[src/rtl/txl_pkg.sv]
package txl_pkg;
  localparam logic [3:0] PT_CFG  = 4'h0;
  localparam logic [3:0] PT_HDR  = 4'h1;
  localparam logic [3:0] PT_REL  = 4'h2;
  localparam logic [3:0] RC_ACK  = 4'h5;
  localparam logic [3:0] RC_NACK = 4'h6;

  typedef enum logic [1:0] {PS_HEAD, PS_W1, PS_W2, PS_W3} pstate_e;
endpackage

[src/rtl/txl_parser.sv]
module txl_parser
  import txl_pkg::*;
#(
  parameter int DATA_W = 32,
  parameter int ADDR_W = 32
) (
  input  logic              clk,
  input  logic              rst_n,
  input  logic              in_valid,
  input  logic [DATA_W-1:0] in_data,
  input  logic [ADDR_W-1:0] in_addr,
  output logic              in_ready,
  input  logic              locked,
  input  logic [ADDR_W-1:0] lock_addr,
  input  logic              tx_busy,
  input  logic              tx_pad,
  input  logic              fifo_full,
  input  logic              resp_busy,
  output logic              pay_fire,
  output logic              hdr_fire,
  output logic              rel_fire,
  output logic              w0_fire,
  output logic              w1_fire,
  output logic              w2_fire,
  output logic              cfg_fire,
  output logic              cfg_ok_q,
  output logic [ADDR_W-1:0] cand_addr_q
);
  localparam int TYPE_LSB = DATA_W - 4;

  pstate_e    ps;
  logic [3:0] ptype;
  logic       owner;

  assign ptype = in_data[DATA_W-1:TYPE_LSB];
  assign owner = locked && (in_addr == lock_addr);

  always_comb begin
    in_ready = 1'b0;
    pay_fire = 1'b0;
    hdr_fire = 1'b0;
    rel_fire = 1'b0;
    w0_fire  = 1'b0;
    w1_fire  = 1'b0;
    w2_fire  = 1'b0;
    cfg_fire = 1'b0;
    unique case (ps)
      PS_HEAD: begin
        if (tx_pad) begin
          in_ready = 1'b0;
        end else if (tx_busy && owner) begin
          in_ready = !fifo_full;
          pay_fire = in_valid && !fifo_full;
        end else begin
          in_ready = 1'b1;
          if (in_valid) begin
            unique case (ptype)
              PT_CFG:  w0_fire  = 1'b1;
              PT_HDR:  hdr_fire = owner;
              PT_REL:  rel_fire = owner;
              default: ;
            endcase
          end
        end
      end
      PS_W1: begin
        in_ready = 1'b1;
        w1_fire  = in_valid;
      end
      PS_W2: begin
        in_ready = 1'b1;
        w2_fire  = in_valid;
      end
      PS_W3: begin
        in_ready = !resp_busy;
        cfg_fire = in_valid && !resp_busy;
      end
      default: ;
    endcase
  end

  always_ff @(posedge clk) begin
    if (!rst_n) begin
      ps          <= PS_HEAD;
      cfg_ok_q    <= 1'b0;
      cand_addr_q <= '0;
    end else begin
      unique case (ps)
        PS_HEAD: if (w0_fire) begin
          ps          <= PS_W1;
          cfg_ok_q    <= !locked || owner;
          cand_addr_q <= in_addr;
        end
        PS_W1: if (w1_fire) ps <= PS_W2;
        PS_W2: if (w2_fire) ps <= PS_W3;
        PS_W3: if (cfg_fire) ps <= PS_HEAD;
        default: ps <= PS_HEAD;
      endcase
    end
  end
endmodule

[src/rtl/txl_lock_regs.sv]
module txl_lock_regs #(
  parameter int DATA_W = 32,
  parameter int ADDR_W = 32,
  parameter int TMO_W  = 28,
  parameter int PORT_W = 16
) (
  input  logic              clk,
  input  logic              rst_n,
  input  logic [DATA_W-1:0] in_data,
  input  logic              w0_fire,
  input  logic              w1_fire,
  input  logic              w2_fire,
  input  logic              cfg_fire,
  input  logic              cfg_ok,
  input  logic [ADDR_W-1:0] cand_addr,
  input  logic              rel_fire,
  output logic              locked,
  output logic [ADDR_W-1:0] lock_addr,
  output logic [DATA_W-1:0] dst_ip,
  output logic [PORT_W-1:0] dst_port,
  output logic [PORT_W-1:0] src_port,
  output logic [TMO_W-1:0]  tmo_value
);
  logic [TMO_W-1:0]  sh_tmo;
  logic [DATA_W-1:0] sh_ip;
  logic [PORT_W-1:0] sh_dp, sh_sp;
  logic [DATA_W-1:TMO_W] unused_w0;

  assign unused_w0 = in_data[DATA_W-1:TMO_W];

  always_ff @(posedge clk) begin
    if (!rst_n) begin
      sh_tmo <= '0;
      sh_ip  <= '0;
      sh_dp  <= '0;
      sh_sp  <= '0;
    end else begin
      if (w0_fire) sh_tmo <= in_data[TMO_W-1:0];
      if (w1_fire) sh_ip  <= in_data;
      if (w2_fire) begin
        sh_dp <= in_data[2*PORT_W-1:PORT_W];
        sh_sp <= in_data[PORT_W-1:0];
      end
    end
  end

  always_ff @(posedge clk) begin
    if (!rst_n) begin
      locked    <= 1'b0;
      lock_addr <= '0;
      dst_ip    <= '0;
      dst_port  <= '0;
      src_port  <= '0;
      tmo_value <= '0;
    end else if (cfg_fire && cfg_ok) begin
      locked    <= 1'b1;
      lock_addr <= cand_addr;
      dst_ip    <= sh_ip;
      dst_port  <= sh_dp;
      src_port  <= sh_sp;
      tmo_value <= sh_tmo;
    end else if (rel_fire) begin
      locked <= 1'b0;
    end
  end
endmodule

[src/rtl/txl_payload.sv]
module txl_payload #(
  parameter int DATA_W = 32,
  parameter int LEN_W  = 11,
  parameter int TMO_W  = 28
) (
  input  logic              clk,
  input  logic              rst_n,
  input  logic              hdr_fire,
  input  logic [LEN_W-1:0]  hdr_len,
  input  logic              pay_fire,
  input  logic [DATA_W-1:0] pay_data,
  input  logic              fifo_full,
  input  logic [TMO_W-1:0]  tmo_value,
  output logic              busy,
  output logic              pad,
  output logic              fifo_wr_en,
  output logic [DATA_W-1:0] fifo_wr_data,
  output logic              tx_done,
  output logic              tx_timeout
);
  localparam int WCNT_W = LEN_W - 1;

  logic [LEN_W:0]    len_round;
  logic [WCNT_W-1:0] hdr_words;
  logic [WCNT_W-1:0] remain;
  logic [TMO_W-1:0]  timer;
  logic              pad_fire, last;

  assign len_round    = {1'b0, hdr_len} + (LEN_W+1)'(3);
  assign hdr_words    = len_round[LEN_W:2];
  assign pad_fire     = pad && !fifo_full;
  assign last         = (remain == WCNT_W'(1));
  assign fifo_wr_en   = pay_fire || pad_fire;
  assign fifo_wr_data = pay_fire ? pay_data : '0;

  always_ff @(posedge clk) begin
    if (!rst_n) begin
      busy       <= 1'b0;
      pad        <= 1'b0;
      remain     <= '0;
      timer      <= '0;
      tx_done    <= 1'b0;
      tx_timeout <= 1'b0;
    end else begin
      tx_done    <= 1'b0;
      tx_timeout <= 1'b0;
      if (hdr_fire) begin
        if (hdr_words != '0) begin
          busy   <= 1'b1;
          remain <= hdr_words;
          timer  <= tmo_value;
        end
      end else if (pay_fire || pad_fire) begin
        remain <= remain - WCNT_W'(1);
        timer  <= tmo_value;
        if (last) begin
          busy    <= 1'b0;
          pad     <= 1'b0;
          tx_done <= 1'b1;
        end
      end else if (busy && !pad && !fifo_full) begin
        if (timer == '0) begin
          pad        <= 1'b1;
          tx_timeout <= 1'b1;
        end else begin
          timer <= timer - TMO_W'(1);
        end
      end
    end
  end
endmodule

[src/rtl/txl_resp.sv]
module txl_resp
  import txl_pkg::*;
#(
  parameter int DATA_W = 32,
  parameter int ADDR_W = 32
) (
  input  logic              clk,
  input  logic              rst_n,
  input  logic              cfg_fire,
  input  logic              cfg_ok,
  input  logic [ADDR_W-1:0] reply_addr,
  input  logic              resp_ready,
  output logic              resp_valid,
  output logic [DATA_W-1:0] resp_data,
  output logic [ADDR_W-1:0] resp_addr
);
  localparam int PAD_W = DATA_W - 5;

  always_ff @(posedge clk) begin
    if (!rst_n) begin
      resp_valid <= 1'b0;
      resp_data  <= '0;
      resp_addr  <= '0;
    end else if (cfg_fire) begin
      resp_valid <= 1'b1;
      resp_data  <= {(cfg_ok ? RC_ACK : RC_NACK), 1'b1, {PAD_W{1'b0}}};
      resp_addr  <= reply_addr;
    end else if (resp_valid && resp_ready) begin
      resp_valid <= 1'b0;
    end
  end
endmodule

[src/rtl/txlock_ctrl.sv]
module txlock_ctrl #(
  parameter int DATA_W = 32,
  parameter int ADDR_W = 32,
  parameter int LEN_W  = 11,
  parameter int TMO_W  = 28,
  parameter int PORT_W = 16
) (
  input  logic              clk,
  input  logic              rst_n,
  input  logic              in_valid,
  output logic              in_ready,
  input  logic [DATA_W-1:0] in_data,
  input  logic [ADDR_W-1:0] in_addr,
  output logic              fifo_wr_en,
  output logic [DATA_W-1:0] fifo_wr_data,
  input  logic              fifo_full,
  output logic              resp_valid,
  input  logic              resp_ready,
  output logic [DATA_W-1:0] resp_data,
  output logic [ADDR_W-1:0] resp_addr,
  output logic              locked,
  output logic [ADDR_W-1:0] lock_addr,
  output logic [DATA_W-1:0] dst_ip,
  output logic [PORT_W-1:0] dst_port,
  output logic [PORT_W-1:0] src_port,
  output logic [TMO_W-1:0]  tmo_value,
  output logic              tx_busy,
  output logic              tx_done,
  output logic              tx_timeout
);
  localparam int LEN_MSB = DATA_W - 5;

  logic              pay_fire, hdr_fire, rel_fire;
  logic              w0_fire, w1_fire, w2_fire, cfg_fire;
  logic              cfg_ok_q, tx_pad;
  logic [ADDR_W-1:0] cand_addr_q;

  txl_parser #(.DATA_W(DATA_W), .ADDR_W(ADDR_W)) u_parser (
    .clk(clk), .rst_n(rst_n),
    .in_valid(in_valid), .in_data(in_data), .in_addr(in_addr), .in_ready(in_ready),
    .locked(locked), .lock_addr(lock_addr),
    .tx_busy(tx_busy), .tx_pad(tx_pad), .fifo_full(fifo_full), .resp_busy(resp_valid),
    .pay_fire(pay_fire), .hdr_fire(hdr_fire), .rel_fire(rel_fire),
    .w0_fire(w0_fire), .w1_fire(w1_fire), .w2_fire(w2_fire), .cfg_fire(cfg_fire),
    .cfg_ok_q(cfg_ok_q), .cand_addr_q(cand_addr_q)
  );

  txl_lock_regs #(.DATA_W(DATA_W), .ADDR_W(ADDR_W), .TMO_W(TMO_W), .PORT_W(PORT_W)) u_regs (
    .clk(clk), .rst_n(rst_n), .in_data(in_data),
    .w0_fire(w0_fire), .w1_fire(w1_fire), .w2_fire(w2_fire),
    .cfg_fire(cfg_fire), .cfg_ok(cfg_ok_q), .cand_addr(cand_addr_q), .rel_fire(rel_fire),
    .locked(locked), .lock_addr(lock_addr), .dst_ip(dst_ip),
    .dst_port(dst_port), .src_port(src_port), .tmo_value(tmo_value)
  );

  txl_payload #(.DATA_W(DATA_W), .LEN_W(LEN_W), .TMO_W(TMO_W)) u_payload (
    .clk(clk), .rst_n(rst_n),
    .hdr_fire(hdr_fire), .hdr_len(in_data[LEN_MSB -: LEN_W]),
    .pay_fire(pay_fire), .pay_data(in_data), .fifo_full(fifo_full),
    .tmo_value(tmo_value), .busy(tx_busy), .pad(tx_pad),
    .fifo_wr_en(fifo_wr_en), .fifo_wr_data(fifo_wr_data),
    .tx_done(tx_done), .tx_timeout(tx_timeout)
  );

  txl_resp #(.DATA_W(DATA_W), .ADDR_W(ADDR_W)) u_resp (
    .clk(clk), .rst_n(rst_n),
    .cfg_fire(cfg_fire), .cfg_ok(cfg_ok_q), .reply_addr(in_data[ADDR_W-1:0]),
    .resp_ready(resp_ready), .resp_valid(resp_valid),
    .resp_data(resp_data), .resp_addr(resp_addr)
  );
endmodule

[config.mk]
export PLATFORM = sky130hd
export DESIGN_NAME = txlock_ctrl
export DESIGN_NICKNAME = d
export VERILOG_FILES = /design/src/rtl/txl_pkg.sv /design/src/rtl/txl_parser.sv /design/src/rtl/txl_lock_regs.sv /design/src/rtl/txl_payload.sv /design/src/rtl/txl_resp.sv /design/src/rtl/txlock_ctrl.sv
export SDC_FILE = /design/constraint.sdc
export NUM_CORES = 1
export LEC_CHECK = 0
export BUFFER_PORTS_ARGS = -buffer_cell sky130_fd_sc_hd__buf_2
export CAP_MARGIN = 20
export CORE_ASPECT_RATIO = 2
export CORE_MARGIN = 2
export CORE_UTILIZATION = 49
export CTS_CLUSTER_DIAMETER = 120
export CTS_CLUSTER_SIZE = 16
export DETAILED_ROUTE_END_ITERATION = 12
export PLACE_DENSITY = 0.85
export SYNTH_ARGS = -nofsm -noshare
export SYNTH_HDL_FRONTEND = slang
export SYNTH_SLANG_ARGS = --single-unit
[constraint.sdc]
create_clock -name clk -period 2.5 [get_ports clk]
set_clock_uncertainty 0.15 [all_clocks]
set_input_delay 0.125 -clock clk [delete_from_list [all_inputs] [get_ports clk]]
set_output_delay 0.125 -clock clk [all_outputs]
set_load 0.1 [all_outputs]
==> results of run 1 <==
==> how the worst min path moves through the flow <==
stage | endpoint
global route | u_resp.resp_valid
finish | u_parser.ps[0]
global placement | u_parser.cand_addr_q[6]
CTS | u_parser.ps[0]
detailed placement | u_parser.cand_addr_q[20]
floorplan | u_regs.sh_dp[0]
==> cell usage after synthesis (4+ instances only) <==
library cell / count
nor2b_1: 6
nor3_1: 19
o21a_1: 9
nand4_1: 10
a221oi_1: 5
mux2i_1: 74
o21ai_0: 14
nor2_1: 97
xor2_1: 35
o211ai_1: 4
and3_1: 5
buf_2: 10
or3_1: 8
a31oi_1: 5
xnor2_1: 5
nand2_1: 487
and2_1: 36
o22ai_1: 8
ha_1: 7
dfxtp_1: 330
nor4_1: 14
a41oi_1: 4
buf_4: 37
inv_1: 18
clkbuf_1: 97
a21oi_1: 265
a21o_1: 4
o221a_2: 5
buf_1: 7
nand3_1: 13
==> stage by stage <==
step	worst slack (ns)	total power, mW	cells
final	-0.703	10.0	2460
after global routing	-0.773	10.3	2460
after CTS	-0.629	10.0	2447
after detailed placement	-0.276	6.37	2324
after global placement	-0.233	6.35	2324
after floorplan	-0.0319	6.09	1726
==> routing by layer <==
metal	GRT usage [%]	part of all wire [%]
met5	0	0
met4	28.2	10
met3	6.48	7.6
met2	60.7	51
met1	32.9	32
==> state kept, by name (all words and copies together), names as in the netlist, 2 cells and up <==
register	cells
u_resp.resp_addr	32
u_regs.sh_tmo	28
u_resp.resp_data	3
u_regs.dst_ip	32
u_regs.tmo_value	28
u_regs.lock_addr	32
u_regs.sh_dp	16
u_regs.sh_sp	16
u_payload.timer	28
u_parser.ps	2
u_regs.src_port	16
u_regs.dst_port	16
u_regs.sh_ip	32
u_parser.cand_addr_q	32
u_payload.remain	10
==> power groups by stage <==
stage	Clock [mW]	Combinational, mW	Sequential (mW)
finish	3.62	1.07	5.36
global route	3.82	1.11	5.36
CTS	3.65	1.01	5.35
detailed placement	0	0.897	5.47
global placement	0	0.878	5.47
floorplan	0	0.608	5.48
==> worst max-delay path, delay by kind of cell, from the launching register on <==
| family | cells | cell delay [ns] |
|---|---|---|
| and+or+nand+nor | 4 | 1.14 |
| buffers and inverters | 4 | 0.73 |
| xor gates and xnor gates | 1 | 0.16 |
| DFF | 1 | 0.35 |
==> cells by family (layout without fill, tap and decap cells) <==
logic type	count (synthesis)	after routing	share of synthesized area, %
other cells	1	31	0.0274
buf+inv	171	549	5.85
xor+xnor	40	40	2.56
flops	330	330	48.2
mux	74	74	5.41
compound gates	353	353	14.8
fa+ha+maj	7	7	0.639
simple gates	723	724	22.5
==> cell type report <==
type,instances,area [sq um]
Clock buffer,31,627
Antenna cell,3,7.51
Inverter,18,75.1
Fill cell,2007,8600
Sequential cell,330,6740
Tap cell,352,440
Clock inverter,2,25.0
Timing Repair Buffer,498,4170
Multi-Input combinational cell,1226,6870
==> timing repair <==
item | CTS | global route
setup buffers | 17 | 14
pin swaps | 18 | 16
resized for setup | 55 | 40
gates cloned | 7 | 0
hold buffers | 66 | 0
endpoints found under the setup margin | 131 | 136
endpoints found under the hold margin | 165 | 0
==> summary.txt, run 1 <==
GPL Wtd Cong: 0.966
RR Endpoint: u_parser.cand_addr_q[15]
R2R Setup Slk: -0.33 ns
Most common cell after layout, fill and taps aside: nand2_1
Final Hold Vio Count: 0
Fin util: 68.8%
IO Pins: 296
Failing checks: setup timing
Layout cells sized above 1: 28.6%
Status: finished with violations
Vias in the first global route: 14200
Avg Cell Area, Syn: 8.06 sq um
Slowest cell delay on critical path: 0.40 ns
Reg clk slew, reported paths: 0.07 ns
Hold Crit Start: in_valid
Peak Freq: 312 MHz
Deepest clock path buffer count: 3
CP dominant cell by count: buf_4
TritonCTS clock tree: yes
Rows: 86
Port buffer count: 267
Worst-skew pair later-pin latency: 0.55 ns
Setup TNS: -43.02 ns
Mapped Area: 0.0137 sq mm
Clock share of power: 36.1%
Yosys cell types: 65
Syn Inst Count: 1699
DRC: 0
Synth top area share: 48.2%
Worst-path cell chain: xor2_1 > nor4_2 > nand4_1 > buf_4 > nor4_4 > buf_4 > buf_6 > and2_4 > buf_12
WS Path Type: flip-flop to output pin
Die area: 0.0294 sq mm
Synth Flop Type: dfxtp_1
DRT Pass-1 Iters: 6
FF-to-FF Start: u_regs.lock_addr[18]
WP data required: 2.23 ns
Synth area leaders: dfxtp_1, nand2_1, a21oi_1
Layout area overhead: 38.3%
R2R cell count: 12
Final Hold Slack: 0.0607 ns
Placed Area: 0.0168 sq mm
First-pass GRT wire length: 76900 um
Tot GR Track Use: 34.0%
Slew HR: 37.7%
Die span in x: 122 um
Seq/Total Area, Yosys: 48.2%
Worst Path Arrival: 2.93 ns
Initial drt markers: 1060
Hold Crit Class: input port to flip-flop
Critical Path Start: u_regs.lock_addr[28]
CP endpoint kind: output pin
DP HPWL: 33300 um
H-tree Lvls: 1
Reg power frac: 53.3%
Initial antenna violation count: 3
Tightest Pin Transition: 0.934 ns
CTS root buf: clkbuf_16
Fin crit period: 3.20 ns
Crit path max fanout: 5
Worst IR drop on VDD: 0.692 mV
Internal cell power: 7.40 mW
TritonCTS Buffers: 24
Async set-reset flop share out of synthesis: 0%
Final worst-path cycle share: 128%
RSZ-0062 raised after global routing: true
Hold depth: 5
Vias/cell: 5.82
Slowest CP cell: nor4_2
Core ar.: 0.0275 sq mm
Yosys warns: 0
Sw Pwr: 2.65 mW
Fin area: 0.0189 sq mm
Termination of the worst setup path: fifo_wr_data[12]
Net Sw Frac: 26.4%
Maximum Capacitance Violations: 0
Largest net degree at the start of global routing: 96
Yosys top cell by area: dfxtp_1
Routed Antenna Nets: 0
Routed length per instance: 21.4 um
Finish-stage setup viols: 136
Startpoint Class: flip-flop
Commonest cells after routing, fill and taps aside: nand2_1, dfxtp_1, a21oi_1
Slew Limit Fails: 0
Slack of the critical path: -0.703 ns
Final wirelength: 52600 um
EDFF count, synth: 0
Clk sinks: 330
Global route overflow: 0
Height of the die: 240 um
Comb power frac: 10.6%
Starting Density: 49.7%
Seq cells post-synth: 330
P per Cell Area: 530 mW/mm^2
NumNets Final: 2174
Total number of vias: 14300
Leakage power total: 8.22 nW
Note: power is estimated with default switching activity, not from simulation.
==> run 2: changes to the inputs <==
--- a/config.mk
+++ b/config.mk
@@ -9,11 +9,11 @@
 export CAP_MARGIN = 20
 export CORE_ASPECT_RATIO = 2
 export CORE_MARGIN = 2
-export CORE_UTILIZATION = 49
+export CORE_UTILIZATION = 54
 export CTS_CLUSTER_DIAMETER = 120
 export CTS_CLUSTER_SIZE = 16
 export DETAILED_ROUTE_END_ITERATION = 12
-export PLACE_DENSITY = 0.85
+export PLACE_DENSITY = 0.88
 export SYNTH_ARGS = -nofsm -noshare
 export SYNTH_HDL_FRONTEND = slang
 export SYNTH_SLANG_ARGS = --single-unit
==> constraint.sdc (replaced) <==
create_clock -name clk -period 3.25 [get_ports clk]
set_clock_uncertainty 0.15 [all_clocks]
set_input_delay 0.1625 -clock clk [delete_from_list [all_inputs] [get_ports clk]]
set_output_delay 0.1625 -clock clk [all_outputs]
set_load 0.1 [all_outputs]
==> run 2 against run 1 <==
The run still ends with setup timing left; core utilization shrank 0.47 points; clock power fell by 24%; non-clock buffer count shrank 128; routed wire length down 10%; power is 24% lower; highest routed layer unchanged.
==> summary.txt, run 2 (synthesis gave the netlist of run 1 again) <==
Status: finished with violations
Failing checks: setup timing
Hold Crit Class: input port to flip-flop
Routed Antenna Nets: 0
WP data required: 2.94 ns
Vias in the first global route: 13500
P per Cell Area: 445 mW/mm^2
Fin area: 0.0171 sq mm
Fin crit period: 3.25 ns
Die area: 0.0267 sq mm
Tot GR Track Use: 34.8%
Largest net degree at the start of global routing: 124
RR Endpoint: u_payload.remain[2]
DRC: 0
Deepest clock path buffer count: 3
Commonest cells after routing, fill and taps aside: nand2_1, dfxtp_1, a21oi_1
Global route overflow: 0
Slew Limit Fails: 0
Hold Crit Start: in_valid
Cts hold-fix bufs: 67
Worst-skew pair later-pin latency: 0.56 ns
Layout cells sized above 1: 19.9%
Number of fill cells: 1896
FF-to-FF Start: u_regs.lock_addr[16]
Most common cell after layout, fill and taps aside: nand2_1
Height of the die: 229 um
Post-cts sizing count: 0
Leakage power total: 7.40 nW
Placed Area: 0.0158 sq mm
Final Hold Vio Count: 0
WS Path Type: input port to output pin
Die span in x: 117 um
CTS root buf: clkbuf_16
Fin util: 68.3%
First-pass GRT wire length: 72000 um
Slack of the critical path: -0.00253 ns
Maximum Capacitance Violations: 0
Post-CTS Setup Bufs: 0
Tightest Pin Transition: 1.03 ns
R2R cell count: 8
Hold depth: 4
CP endpoint kind: output pin
Initial antenna violation count: 0
Peak Freq: 307 MHz
Total number of vias: 13500
Layout area overhead: 24.8%
Routed length per instance: 20.5 um
H-tree Lvls: 1
Startpoint Class: input port
Clk sinks: 330
Final wirelength: 47300 um
Final worst-path cycle share: 100%
RSZ-0062 raised after global routing: false
IO Pins: 296
GPL Wtd Cong: 0.962
Finish-stage setup viols: 2
Worst Path Arrival: 2.94 ns
TritonCTS clock tree: yes
Non-Filler Instances: 2305
Starting Density: 54.7%
Slew HR: 31.4%
Core ar.: 0.0250 sq mm
Port buffer count: 267
Vias/cell: 5.85
Reg clk slew, reported paths: 0.07 ns
Rows: 82
Initial drt markers: 1150
R2R Setup Slk: 0.21 ns
TritonCTS Buffers: 24
Worst IR drop on VDD: 0.482 mV
NumNets Final: 2045
N_diodes: 0
Hold Crit Endpoint: u_parser.ps[0]
DP HPWL: 30900 um
DRT Pass-1 Iters: 8
Crit path max fanout: 34
Inst Count DP: 2212
## run 2: through the flow
step                hold WS, ns  power, mW  setup TNS [ns]  setup WS, ns
floorplan                 0.148       4.71               0        0.0690
global placement          0.267       4.86               0         0.381
detailed placement        0.278       4.88               0         0.320
CTS                     0.00136       7.60               0        0.0565
global route             0.0965       7.78               0       0.00303
finish                   0.0223       7.61        -0.00288      -0.00253
## run 2: worst max-delay path, stage by stage
cell           delay (ns)
dlygate4sd3_1        0.53
buf_2                0.15
xor2_1               0.23
nor4_1               0.54
nand4_1              0.27
nor4_2               0.40
buf_12               0.25
and2_2               0.21
buf_12               0.18
## run 2: where the power goes
part	internal (mW)	total, mW	switching, mW
combinational	0.199	0.729	0.530
sequential	4.11	4.15	0.0402
clock	1.32	2.74	1.42
total	5.63	7.61	1.99
## run 2: worst max-delay path by stage
| stage | to | cells after the start | startpoint | slack [ns] |
|---|---|---|---|---|
| after floorplan | fifo_wr_data[10] | 6 | u_regs.lock_addr[13] | 0.07 |
| after global placement | u_payload.remain[4] | 9 | u_regs.lock_addr[27] | 0.38 |
| after detailed placement | u_payload.remain[2] | 9 | u_regs.lock_addr[27] | 0.32 |
| after CTS | fifo_wr_data[6] | 8 | u_regs.lock_addr[27] | 0.06 |
| after global routing | fifo_wr_data[17] | 8 | u_regs.lock_addr[3] | 0.003 |
| final | fifo_wr_data[6] | 9 | in_addr[16] | -0.003 |
## run 2: final cells by class
type,instances,area (sq um),share of cell area (%)
sequential,330,6610,38.6
multi-input combinational,1225,6460,37.8
timing repair buffer,370,2910,17.0
clock buffer,24,601,3.51
tap,336,420,2.46
inverter,18,75.1,0.439
clock inverter,2,25.0,0.146
## run 2: metal layers
metal | GRT usage [%] | part of all wire, % | routed length [um]
met1 | 34.5 | 32 | 15000
met2 | 61.6 | 51 | 24100
met3 | 5.85 | 7.9 | 3740
met4 | 27.5 | 9.6 | 4540
met5 | 0 | 0 | 0
